$ cat src/rtl/clk_chain_pkg.sv
package clk_chain_pkg;

  localparam int DIV_W   = 5;
  localparam int RAT_W   = 6;
  localparam int CPU_LSB = 24;
  localparam int CPU_EN  = 30;
  localparam int AHB_LSB = 16;
  localparam int AHB_EN  = 22;
  localparam int PER_LSB = 8;
  localparam int PER_EN  = 14;
  localparam int RAT_LSB = 0;

  typedef struct packed {
    logic             cpu_on;
    logic [DIV_W-1:0] cpu_f;
    logic             ahb_on;
    logic [DIV_W-1:0] ahb_f;
    logic             per_on;
    logic [DIV_W-1:0] per_f;
    logic [RAT_W-1:0] ratio;
  } ctl_t;

  function automatic ctl_t ctl_decode(input logic [31:0] w);
    ctl_t c;
    c.cpu_on = w[CPU_EN];
    c.cpu_f  = w[CPU_LSB +: DIV_W];
    c.ahb_on = w[AHB_EN];
    c.ahb_f  = w[AHB_LSB +: DIV_W];
    c.per_on = w[PER_EN];
    c.per_f  = w[PER_LSB +: DIV_W];
    c.ratio  = w[RAT_LSB +: RAT_W];
    return c;
  endfunction

endpackage

$ cat src/rtl/clk_chain_div.sv
module clk_chain_div #(
  parameter int FW   = 5,
  parameter bit EVEN = 1'b1
) (
  input  logic          clk,
  input  logic          rst_n,
  input  logic          restart,
  input  logic          bypass,
  input  logic [FW-1:0] fld,
  input  logic          tick,
  output logic          stb
);
  localparam int CW = FW + 1;

  logic [CW-1:0] cnt_q;
  logic [CW-1:0] cnt_d;
  logic [CW-1:0] last;
  logic          hit;

  // terminal count: even variant ends at 2F+1, plain variant at F
  generate
    if (EVEN) begin : g_even
      assign last = {fld, 1'b1};
    end else begin : g_plain
      assign last = {1'b0, fld};
    end
  endgenerate

  assign hit = (cnt_q == last);
  assign stb = tick & (bypass | hit);

  always_comb begin
    cnt_d = cnt_q;
    if (restart) begin
      cnt_d = '0;
    end else if (tick && !bypass) begin
      cnt_d = hit ? '0 : cnt_q + 1'b1;
    end
  end

  always_ff @(posedge clk or negedge rst_n) begin
    if (!rst_n) begin
      cnt_q <= '0;
    end else begin
      cnt_q <= cnt_d;
    end
  end
endmodule

$ cat src/rtl/clk_chain_gate.sv
module clk_chain_gate #(
  parameter int N = 32
) (
  input  logic         clk,
  input  logic         rst_n,
  input  logic         we,
  input  logic [N-1:0] wdata,
  input  logic         stb,
  output logic [N-1:0] en
);
  logic [N-1:0] mask_q;
  logic [N-1:0] mask_d;

  always_comb begin
    mask_d = mask_q;
    if (we) begin
      mask_d = wdata;
    end
  end

  always_ff @(posedge clk or negedge rst_n) begin
    if (!rst_n) begin
      mask_q <= '1;
    end else begin
      mask_q <= mask_d;
    end
  end

  generate
    for (genvar i = 0; i < N; i++) begin : g_bit
      assign en[i] = mask_q[i] & stb;
    end
  endgenerate
endmodule

$ cat src/rtl/clk_chain.sv
module clk_chain
  import clk_chain_pkg::*;
#(
  parameter int AHB_N = 32,
  parameter int APB_N = 18,
  parameter int MEM_W = 4
) (
  input  logic             clk,
  input  logic             rst_n,
  input  logic             ctl_we,
  input  logic [31:0]      ctl_wdata,
  input  logic             mdiv_we,
  input  logic [MEM_W-1:0] mdiv_wdata,
  input  logic             ahb_mask_we,
  input  logic [AHB_N-1:0] ahb_mask_wdata,
  input  logic             apb_mask_we,
  input  logic [APB_N-1:0] apb_mask_wdata,
  output logic             cpu_stb,
  output logic             ahb_stb,
  output logic             per_stb,
  output logic             apb_stb,
  output logic             mem_stb,
  output logic [AHB_N-1:0] ahb_en,
  output logic [APB_N-1:0] apb_en
);
  localparam int SYNC_N = 2;

  // reset: asserted asynchronously, released on the clock
  logic [SYNC_N-1:0] rsync_q;
  logic              lrst_n;

  always_ff @(posedge clk or negedge rst_n) begin
    if (!rst_n) begin
      rsync_q <= '0;
    end else begin
      rsync_q <= {rsync_q[SYNC_N-2:0], 1'b1};
    end
  end
  assign lrst_n = rsync_q[SYNC_N-1];

  // configuration registers
  ctl_t             ctl_q, ctl_d;
  logic [MEM_W-1:0] mdiv_q, mdiv_d;
  logic             restart;

  always_comb begin
    ctl_d  = ctl_q;
    mdiv_d = mdiv_q;
    if (ctl_we) begin
      ctl_d = ctl_decode(ctl_wdata);
    end
    if (mdiv_we) begin
      mdiv_d = mdiv_wdata;
    end
  end

  always_ff @(posedge clk or negedge lrst_n) begin
    if (!lrst_n) begin
      ctl_q  <= '0;
      mdiv_q <= '0;
    end else begin
      ctl_q  <= ctl_d;
      mdiv_q <= mdiv_d;
    end
  end

  assign restart = ctl_we | mdiv_we;

  // fast-clock dividers
  clk_chain_div #(.FW(DIV_W), .EVEN(1'b1)) u_cpu (
    .clk(clk), .rst_n(lrst_n), .restart(restart), .bypass(!ctl_q.cpu_on),
    .fld(ctl_q.cpu_f), .tick(1'b1), .stb(cpu_stb));

  clk_chain_div #(.FW(DIV_W), .EVEN(1'b1)) u_ahb (
    .clk(clk), .rst_n(lrst_n), .restart(restart), .bypass(!ctl_q.ahb_on),
    .fld(ctl_q.ahb_f), .tick(1'b1), .stb(ahb_stb));

  clk_chain_div #(.FW(DIV_W), .EVEN(1'b1)) u_per (
    .clk(clk), .rst_n(lrst_n), .restart(restart), .bypass(!ctl_q.per_on),
    .fld(ctl_q.per_f), .tick(1'b1), .stb(per_stb));

  // bus-strobe dividers: count system-bus strobes only
  clk_chain_div #(.FW(RAT_W), .EVEN(1'b0)) u_apb (
    .clk(clk), .rst_n(lrst_n), .restart(restart), .bypass(1'b0),
    .fld(ctl_q.ratio), .tick(ahb_stb), .stb(apb_stb));

  clk_chain_div #(.FW(MEM_W), .EVEN(1'b0)) u_mem (
    .clk(clk), .rst_n(lrst_n), .restart(restart), .bypass(1'b0),
    .fld(mdiv_q), .tick(ahb_stb), .stb(mem_stb));

  // per-peripheral masks
  clk_chain_gate #(.N(AHB_N)) u_ahb_gate (
    .clk(clk), .rst_n(lrst_n), .we(ahb_mask_we), .wdata(ahb_mask_wdata),
    .stb(ahb_stb), .en(ahb_en));

  clk_chain_gate #(.N(APB_N)) u_apb_gate (
    .clk(clk), .rst_n(lrst_n), .we(apb_mask_we), .wdata(apb_mask_wdata),
    .stb(apb_stb), .en(apb_en));
endmodule

$ cat config.mk
export PLATFORM = sky130hd
export DESIGN_NAME = clk_chain
export DESIGN_NICKNAME = d
export VERILOG_FILES = /design/src/rtl/clk_chain_pkg.sv /design/src/rtl/clk_chain_div.sv /design/src/rtl/clk_chain_gate.sv /design/src/rtl/clk_chain.sv
export SDC_FILE = /design/constraint.sdc
export NUM_CORES = 1
export LEC_CHECK = 0
export ABC_AREA = 0
export ABC_CLOCK_PERIOD_IN_PS = 3400
export BUFFER_PORTS_ARGS = -buffer_cell sky130_fd_sc_hd__buf_2
export CAP_MARGIN = 20
export CORE_ASPECT_RATIO = 1.75
export CORE_MARGIN = 2
export CORE_UTILIZATION = 35
export CTS_CLUSTER_DIAMETER = 100
export DETAILED_ROUTE_END_ITERATION = 6
export PLACE_DENSITY = 0.68
export SLEW_MARGIN = 20
export SYNTH_ARGS = -nofsm -noshare
export SYNTH_HDL_FRONTEND = slang
export SYNTH_SLANG_ARGS = --single-unit
$ cat constraint.sdc
create_clock -name clk -period 3.4 [get_ports clk]
set_input_delay 0.68 -clock clk [delete_from_list [all_inputs] [get_ports clk]]
set_output_delay 0.68 -clock clk [all_outputs]
set_load 0.005 [all_outputs]
==> impl_metrics.ini, run 1 <==
[pwr]
total_power_mw = 3.04
peakVddDrop_v = 0.000237
leakage_nw = 2.87
power_density_nw_per_um2 = 474

[timing]
final.period_utilization_pct = 86.5
rsz0062_at_grt = false
worst_pin_slew_ns = 0.724
fmax_mhz = 340
slew_violations = 0
skew_ns = 0.00714
whs_ns = 0.108
period_needed_ns = 2.94
hold_viol = 0
setup_violations = 0
setup_tns_ns = 0
slew_headroom_pct = 51.7

[grt]
grt_pass1_vias = 3800
grt_max_degree = 60
overflow = 0
antenna_found_initial = 0
grtUsageTotal_pct = 14.5
grt_pass1_wl_um = 18000

[synthesis]
synth_enable_flop_cells = 0
ys_ff_latch = 110
synth_top_flop_cell = dfrtp_1
syn_inst = 433
ys_seq_area_share_pct = 54.0
avgSynthCellArea_um2 = 12.0
synth_cell_types = 48
ys_async_sr_fraction_pct = 100
synth_area_um2 = 5210
mappedNetlistNets = 530
yosys_warnings = 0

[floorplan]
start_util_pct = 35.5
core_um2 = 14700
die_y_um = 165
die_w_um = 96.2
die-area_um2 = 15900
boundaryPins = 147
rows = 59

[critical_path]
arrival_ns = 2.26
crit_start = u_apb.cnt_q[3]
worstSetupEndpoint = apb_en[10]
regToRegEndpoint = u_apb.cnt_q[6]
max_stage_delay_ns = 0.44
crit_path_top_delay_cell = dfrtp_1
cp_max_fo = 19
criticalPathCategory = register to primary output
ff2ff_setup_slack_ns = 1.23
r2r_start = u_ahb.cnt_q[2]
cp-end-kind = primary output
path_delay_family = simple AND/OR/NAND/NOR gates
path_buf_inv = 1
crit_cells = 6
start_kind = register
cp.required_ns = 2.72
crit_chain = xor2_1 -> nor4_2 -> nand4_2 -> nor2_4 -> and2_1 -> buf_2
rr_worst_depth = 6

[drt]
vias_per_cell = 4.87
ant_nets = 0
routed_wl_um = 11400
firstDrtPassIters = 5
vias = 3664
drc = 0
drtIter0Drc = 133
post_drt_wl_per_cell_um = 15.2

[finish]
fin_area_um2 = 6400
final_layout_size_suffix_gt1_share_pct = 51.9
areaGrowthSynthToFinish_pct = 22.8
final_nets = 662
utilization_pct = 43.5
num-fill-cells = 1383
diodes = 0

[clocking]
cts_setup_buffers = 0
htreeDepth = 3
clock_latency_ns = 0.34
post_cts_resized = 0
clock-sinks = 110
cts_root_buf = clkbuf_16
clock_path_buffers = 2
cts_hold_buf = 0
cts.clk_slew.worst_paths_ns = 0.07
cts_made_buffers = 9
cts_tree = done

[placed_design]
dpl.hpwl_um = 8450
place_congestion = 0.815
portBuffers = 138
post_dp_cell_area_um2 = 6070

[job]
cap_viol_max_count = 0

[run_status]
status = finished, final reports clean

[hold_path]
hold_class = input pin to async pin
layer usage:
metal  part of all wire, %  global-route usage, %  wire length (µm)  vias to the layer above
li1                      -                      -                 -                     1755
met1                    37                   15.8              4270                     1826
met2                    57                   27.0              6540                       71
met3                   2.9                   2.50               337                       12
met4                   2.4                   5.78               276                        0
met5                     0                      0                 0                        -
worst reg2reg max path: cells and delay by family, from the launching register on:
kind / cells / cell delay (ns)
compound gates: 2 / 0.55
xor+xnor: 1 / 0.19
buf+inv: 1 / 0.43
flops: 1 / 0.46
simple gates: 2 / 0.46
cell usage in the layout, fill, tap and decap left out, drive strengths merged, types with 2 or more instances in the layout:
cell type / count
a211o: 2
a21o: 2
a21oi: 11
a221o: 2
a22o: 2
a311oi: 2
a31oi: 2
and2: 50
buf: 142
bufinv: 2
clkbuf: 10
clkinv: 4
dfrtp: 60
dfstp: 50
ha: 5
inv: 3
mux2: 78
nand2: 27
nand3: 14
nand3b: 2
nand4: 6
nor2: 19
nor3: 2
nor3b: 2
o211ai: 2
o21ai: 4
o22ai: 9
o31ai: 2
or2: 6
or3: 8
xnor2: 24
xor2: 6
cells by family after synthesis:
logic type | after synthesis | share of synthesized area, %
AOI/OAI and AO/OA | 43 | 5.57
DFF | 110 | 54.0
muxes | 79 | 17.1
other | 1 | 0.0720
buffers and inverters | 24 | 2.16
adders and majority gates | 5 | 1.20
xor gates and xnor gates | 30 | 5.04
and+or+nand+nor | 141 | 14.8
synthesized netlist by cell type (all sizes together) (2+ instances only):
cell type | instances | area (µm²)
nand3b | 2 | 15.0
or3 | 8 | 50.1
xnor2 | 24 | 210
nor3 | 2 | 10.0
a22o | 2 | 17.5
nand4 | 6 | 43.8
dfrtp | 60 | 1500
and2 | 50 | 313
clkbuf | 8 | 32.5
nor2 | 19 | 78.8
o31ai | 2 | 20.0
dfstp | 50 | 1310
a21o | 2 | 15.0
a21oi | 11 | 55.1
o21ai | 4 | 20.0
ha | 5 | 62.6
nand3 | 14 | 70.1
nor3b | 2 | 15.0
or2 | 6 | 37.5
mux2 | 78 | 878
a211o | 2 | 17.5
inv | 3 | 11.3
a31oi | 2 | 12.5
buf | 13 | 68.8
a221o | 2 | 20.0
nand2 | 27 | 101
o22ai | 9 | 56.3
xor2 | 6 | 52.6
o211ai | 2 | 15.0
a311oi | 2 | 17.5
worst min-delay path by stage:
stage	startpoint	to	slack, ns	depth (start not counted)
6_report	rst_n	rsync_q[1]	0.11	1
5_1_grt	rst_n	rsync_q[1]	0.1	1
2_1_floorplan	rsync_q[0]	rsync_q[1]	0.33	0
3_3_place_gp	rsync_q[0]	rsync_q[1]	0.34	0
3_5_place_dp	rsync_q[0]	rsync_q[1]	0.35	0
4_1_cts	rst_n	rsync_q[1]	0.1	1
metrics by stage:
| stage | setup WS (ns) | cells |
|---|---|---|
| floorplan | 0.196 | 433 |
| global placement | 0.858 | 737 |
| detailed placement | 0.820 | 737 |
| CTS | 0.437 | 753 |
| global route | 0.280 | 753 |
| finish | 0.460 | 753 |
area by class of cell:
cell class	count	area, µm²	area share, %
flip-flops and latches	110	2820	44.1
multi-input cells	299	2280	35.7
repair buffers	142	733	11.5
clock buffers	10	239	3.74
well taps	183	229	3.58
clock inverters	6	85.1	1.33
inverters	3	11.3	0.176
flip-flops by register name, summed over array words and instances (netlist names), 5 cells and up:
name,count
u_apb.cnt_q,7
u_cpu.cnt_q,6
u_per.cnt_q,6
u_ahb_gate.mask_q,32
u_apb_gate.mask_q,18
ctl_q,24
u_ahb.cnt_q,6
u_mem.cnt_q,5
where the power goes:
group | leakage [nW] | switching (mW) | internal, mW
registers | 1.29 | 0.0749 | 1.45
logic | 1.42 | 0.163 | 0.205
clock network | 0.158 | 0.477 | 0.664
total | 2.87 | 0.714 | 2.32
No activity file was read; power rests on OpenSTA's default activity.
==> run 2, diff against run 1 <==
- ABC_CLOCK_PERIOD_IN_PS: 3400 -> 2410
- CORE_MARGIN: 2 -> not set
- RECOVER_POWER: not set -> 100
- clock period: 3.4 -> 2.41 ns (I/O delays scaled with it)
==> run 2 against run 1 <==
  * The flow now finishes with violations (max-capacitance violations, max-slew violations)
  * Die area shrank 3.3%
  * Clock power increased by 19%
  * Global-route usage up 0.39 points
  * Cell area is 1.5% higher
  * Non-clock buffer count grew 13
  * Sequential power increased by 40%
  * Largest cell class unchanged
==> impl_metrics.ini, run 2 (same netlist as run 1, synthesis figures left out) <==
[timing]
final.period_utilization_pct = 98.1
fmax_mhz = 423
slew_headroom_pct = -14.5
worst_pin_slew_ns = 1.72
period_needed_ns = 2.36
hold_viol = 0
slew_violations = 60
skew_ns = 0.0114
finalWorstSetupSlack_ns = 0.0459
rsz0062_at_grt = true
setup_violations = 0

[run_status]
violations = max-capacitance violations, max-slew violations
status = complete, but fails checks

[placed_design]
dpl.hpwl_um = 8130
place_congestion = 0.815
dpl_worst_slack_ns = 0.254
portBuffers = 138

[drt]
vias_per_cell = 4.99
routed_wl_um = 11500
drc = 0
drtIter0Drc = 156
firstDrtPassIters = 4
vias = 3801
ant_nets = 0
post_drt_wl_per_cell_um = 15.1

[grt]
grt_max_degree = 55
grtUsageTotal_pct = 14.9
grt_pass1_wl_um = 18000
overflow = 0
antenna_found_initial = 0
grt_pass1_vias = 3956

[finish]
multi_input_area_um2 = 2300
diodes = 0
utilization_pct = 45.0
areaGrowthSynthToFinish_pct = 24.7
final_cell_mix = buf_2, mux2_2, dfrtp_1
regMostFlops = u_ahb_gate.mask_q
num-fill-cells = 1341
final-seq-area_um2 = 2820
final_layout_size_suffix_gt1_share_pct = 52.9
reg.largest.list = u_ahb_gate.mask_q: 32 flops, ctl_q: 24 flops, u_apb_gate.mask_q: 18 flops
final_common_cell = buf_2
largest_reg_flops = 32
final_nets = 675

[clocking]
cts_root_buf = clkbuf_16
clock-sinks = 110
htreeDepth = 3
clock_latency_ns = 0.34
cts_tree = done
clock_path_buffers = 2
cts.clk_slew.worst_paths_ns = 0.07
cts_made_buffers = 9

[floorplan]
die_w_um = 94.2
start_util_pct = 36.1
core_um2 = 14400
rows = 58
die-area_um2 = 15400
boundaryPins = 147
die_y_um = 163

[pwr]
total_power_mw = 4.08
switching_share_pct = 24.3
peakVddDrop_v = 0.000330
switching_power_uw = 992
intPower_mw = 3.09
clockPowerShare_pct = 33.4
power_density_nw_per_um2 = 628
pwr-share-seq_pct = 52.5
pwr-share-comb_pct = 14.1
leakage_nw = 2.91

[critical_path]
start_kind = register
cp.required_ns = 1.93
max_stage_delay_ns = 0.46
criticalPathCategory = register to primary output
cp-end-kind = primary output
arrival_ns = 1.88
cp_max_fo = 19
crit_path_top_delay_cell = dfrtp_2
crit_chain = xnor2_2 -> nand4_1 -> o21a_4 -> nor2_4 -> buf_12 -> and2_1 -> buf_2

[hold_path]
hold_class = register to async pin

[job]
cap_viol_max_count = 2
## run 2: area by class of cell
cell class	count	share of cell area [%]
Clock buffer	11	3.74
Timing Repair Buffer	155	13.4
Multi-Input combinational cell	299	35.3
Sequential cell	110	43.4
Clock inverter	4	0.385
Inverter	3	0.250
Tap cell	180	3.47
## run 2: path summary, 6_finish.rpt
kind,cells after the start,start,slack (ns),to
worst max-delay path,7,u_ahb.cnt_q[2],0.05,apb_en[9]
worst min-delay path,0,rsync_q[1],0.30,ctl_q[3]
worst max register to register,8,u_ahb.cnt_q[2],0.38,u_ahb.cnt_q[5]
worst min register to register,0,rsync_q[1],0.30,ctl_q[3]
max in group asynchronous,1,rsync_q[1],0.43,u_apb.cnt_q[0]
min in group clk,0,rsync_q[0],0.36,rsync_q[1]
## run 2: power by group through the flow
stage               combinational (mW)  sequential, mW  clock, mW
detailed placement               0.553            2.18          0
CTS                              0.558            2.14       1.42
global route                     0.633            2.16       1.49
floorplan                        0.337            2.16          0
global placement                 0.536            2.17          0
finish                           0.575            2.14       1.36
## run 2: layer usage
metal	up-vias	GRT usage, %	wire length, µm
met3	20	2.84	413
met4	0	7.41	291
met5	-	0	0
met1	1899	14.9	4190
met2	102	28.3	6600
li1	1780	-	-
## run 2: critical path: cells and delay by family (launching register included)
family / cells / cell delay, ns
flip-flops: 1 / 0.46
AO/OA/AOI/OAI: 1 / 0.28
buffers and inverters: 2 / 0.24
AND/OR/NAND/NOR: 3 / 0.41
XOR/XNOR: 1 / 0.14
## run 2: stage by stage
step	cell area, µm²	setup TNS (ns)	hold WS [ns]	cells
final	6500	0	0.295	762
after global routing	6500	-1.85	0.353	762
after CTS	6430	0	0.204	756
after detailed placement	6110	0	0.205	738
after global placement	6110	0	0.197	738
after floorplan	5210	0	0.186	433
## run 2: repair_timing
action,in CTS,in global routing
hold buffers,1,0
pin swaps,2,6
buffers inserted,2,4
gates resized for setup,4,4
endpoints found under the hold margin,2,0
cloned,0,2
endpoints found under the setup margin,51,50
==> run 3, diff against run 2 <==
- ABC_AREA: 0 -> 1
- PLACE_DENSITY: 0.68 -> 0.67
- SKIP_CTS_REPAIR_TIMING: not set -> 1
==> run 3 against run 2 <==
  * The flow finishes with violations (design-rule violations)
  * Synthesized cell count is 69% higher
  * Utilization is 1.8 points lower
  * Total power is 0.58% higher
  * Sequential power is 2% lower
  * Clock power is 7% higher
  * Register-to-register slack better by 0.33 ns
  * Via count is 26% higher
  * Critical path type unchanged
  * Critical endpoint is now apb_en[2]
==> impl_metrics.ini, run 3 <==
[run_status]
status = complete, but fails checks
violations = design-rule violations

[drt]
post_drt_wl_per_cell_um = 11.7
vias_per_cell = 4.56
drc = 14
ant_nets = 0
drtIter0Drc = 174
firstDrtPassIters = 7
routed_wl_um = 12300
vias = 4806

[timing]
worst_pin_slew_ns = 1.43
final.period_utilization_pct = 94.7
setup_violations = 0
setup_tns_ns = 0
whs_ns = 0.328
fmax_mhz = 438
finalWorstSetupSlack_ns = 0.128
hold_viol = 0
period_needed_ns = 2.28
slew_headroom_pct = 4.44
skew_ns = 0.0115
slew_violations = 0

[grt]
antenna_found_initial = 0
grt_pass1_vias = 4418
grt_max_degree = 65
grtUsageTotal_pct = 15.1
grt_pass1_wl_um = 20300
overflow = 0

[synthesis]
mappedNetlistNets = 827
synth_cell_types = 29
netlist_top_cells_count = nand2_1, inv_1, nor2_1
syn_inst = 730
synth_enable_flop_cells = 0
synthTopCellsByArea = dfrtp_1, dfstp_2, nand2_1
ys_async_sr_fraction_pct = 100
ys_ff_latch = 110
synth_top_flop_cell = dfrtp_1
ys_seq_area_share_pct = 49.4
yosys_warnings = 0
synth_area_um2 = 5690
yosys.area.top_type = dfrtp_1
yosysMostFrequentCell = nand2_1
yosysTopAreaCellShare_pct = 26.4
avgSynthCellArea_um2 = 7.80

[placed_design]
dpl.hpwl_um = 8480
dp.cells = 1031
post_dp_cell_area_um2 = 6510
place_congestion = 0.826
dpl_worst_slack_ns = 0.445
portBuffers = 138

[floorplan]
boundaryPins = 147
die-area_um2 = 16800
die_w_um = 98.4
rows = 61
core_um2 = 15900
die_y_um = 171
start_util_pct = 35.9

[critical_path]
criticalPathCategory = register to primary output
crit_path_top_delay_cell = dfrtp_1
cp-end-kind = primary output
max_stage_delay_ns = 0.44
path_buf_inv = 3
start_kind = register
crit_chain = inv_1 -> nand2_1 -> nand2_1 -> nor2_2 -> nand2_1 -> nor2_4 -> buf_12 -> nand2_8 -> nor2_1 -> buf_2
arrival_ns = 1.80
path_delay_family = simple AND/OR/NAND/NOR gates
cp_max_fo = 10
cpMostUsedCell = nand2_1
cp.required_ns = 1.93

[pwr]
peakVddDrop_v = 0.000355
intPower_mw = 2.96
pwr-share-comb_pct = 13.4
switching_power_mw = 1.14
total_power_mw = 4.11
switching_share_pct = 27.8
power_density_nw_per_um2 = 599
pwr-share-seq_pct = 51.0
clockPowerShare_pct = 35.6
leakage_nw = 3.65

[clocking]
cts_tree = done
clock_latency_ns = 0.35
cts.clk_slew.worst_paths_ns = 0.07
cts_made_buffers = 9
htreeDepth = 3
cts_root_buf = clkbuf_16
clock-sinks = 110
clock_path_buffers = 2

[hold_path]
hold_class = input pin to register

[finish]
multi_input_area_um2 = 2290
final_layout_size_suffix_gt1_share_pct = 27.2
regMostFlops = u_ahb_gate.mask_q
layoutNonFillerInstCount = 1053
num-fill-cells = 1683
utilization_pct = 43.2
final_cell_mix = nand2_1, buf_2, inv_1
final_nets = 956
largest_reg_flops = 32
reg.largest.list = u_ahb_gate.mask_q: 32 flops, ctl_q: 24 flops, u_apb_gate.mask_q: 18 flops
final_common_cell = nand2_1
fin_area_um2 = 6850
diodes = 0
final-seq-area_um2 = 2820
areaGrowthSynthToFinish_pct = 20.3

[job]
cap_viol_max_count = 0
[run 3: power by group through the flow]
stage | combinational (mW) | sequential (mW) | clock, mW
floorplan | 0.343 | 2.12 | 0
global placement | 0.543 | 2.12 | 0
detailed placement | 0.548 | 2.13 | 0
CTS | 0.552 | 2.10 | 1.54
global route | 0.635 | 2.11 | 1.61
finish | 0.551 | 2.09 | 1.46
[run 3: logic make-up after synthesis]
family,Yosys count,share of synthesized area [%]
other,1,0.0659
AO/OA/AOI/OAI,78,6.92
XOR/XNOR,19,2.92
flip-flops,110,49.4
buffers and inverters,147,10.7
AND/OR/NAND/NOR,370,28.9
adder cells (fa/ha/maj),5,1.10
[run 3: worst paths after layout]
| kind | startpoint | to | slack [ns] | depth (start not counted) |
|---|---|---|---|---|
| max in group asynchronous | rsync_q[1] | u_apb.cnt_q[0] | 0.71 | 1 |
| worst max register to register | rsync_q[1] | u_apb.cnt_q[0] | 0.71 | 1 |
| worst min register to register | rsync_q[0] | rsync_q[1] | 0.34 | 0 |
| worst max-delay path | u_apb.cnt_q[3] | apb_en[2] | 0.13 | 10 |
| min in group asynchronous | rst_n | rsync_q[1] | 0.43 | 2 |
| worst min-delay path | ctl_wdata[30] | ctl_q[23] | 0.33 | 3 |
[run 3: cell type report]
class / count / share of cell area [%]
Tap cell: 189 / 3.45
Multi-Input combinational cell: 474 / 33.4
Sequential cell: 110 / 41.2
Clock inverter: 7 / 0.986
Timing Repair Buffer: 150 / 11.3
Inverter: 114 / 6.35
Clock buffer: 9 / 3.29
[run 3: layer usage]
layer	vias to the layer above	wire [µm]	part of all wire [%]	global-route usage [%]
met1	2194	5280	43	17.5
met2	107	6300	51	27.6
met4	0	178	1.4	4.93
met5	-	0	0	0
met3	14	533	4.3	3.10
li1	2491	-	-	-
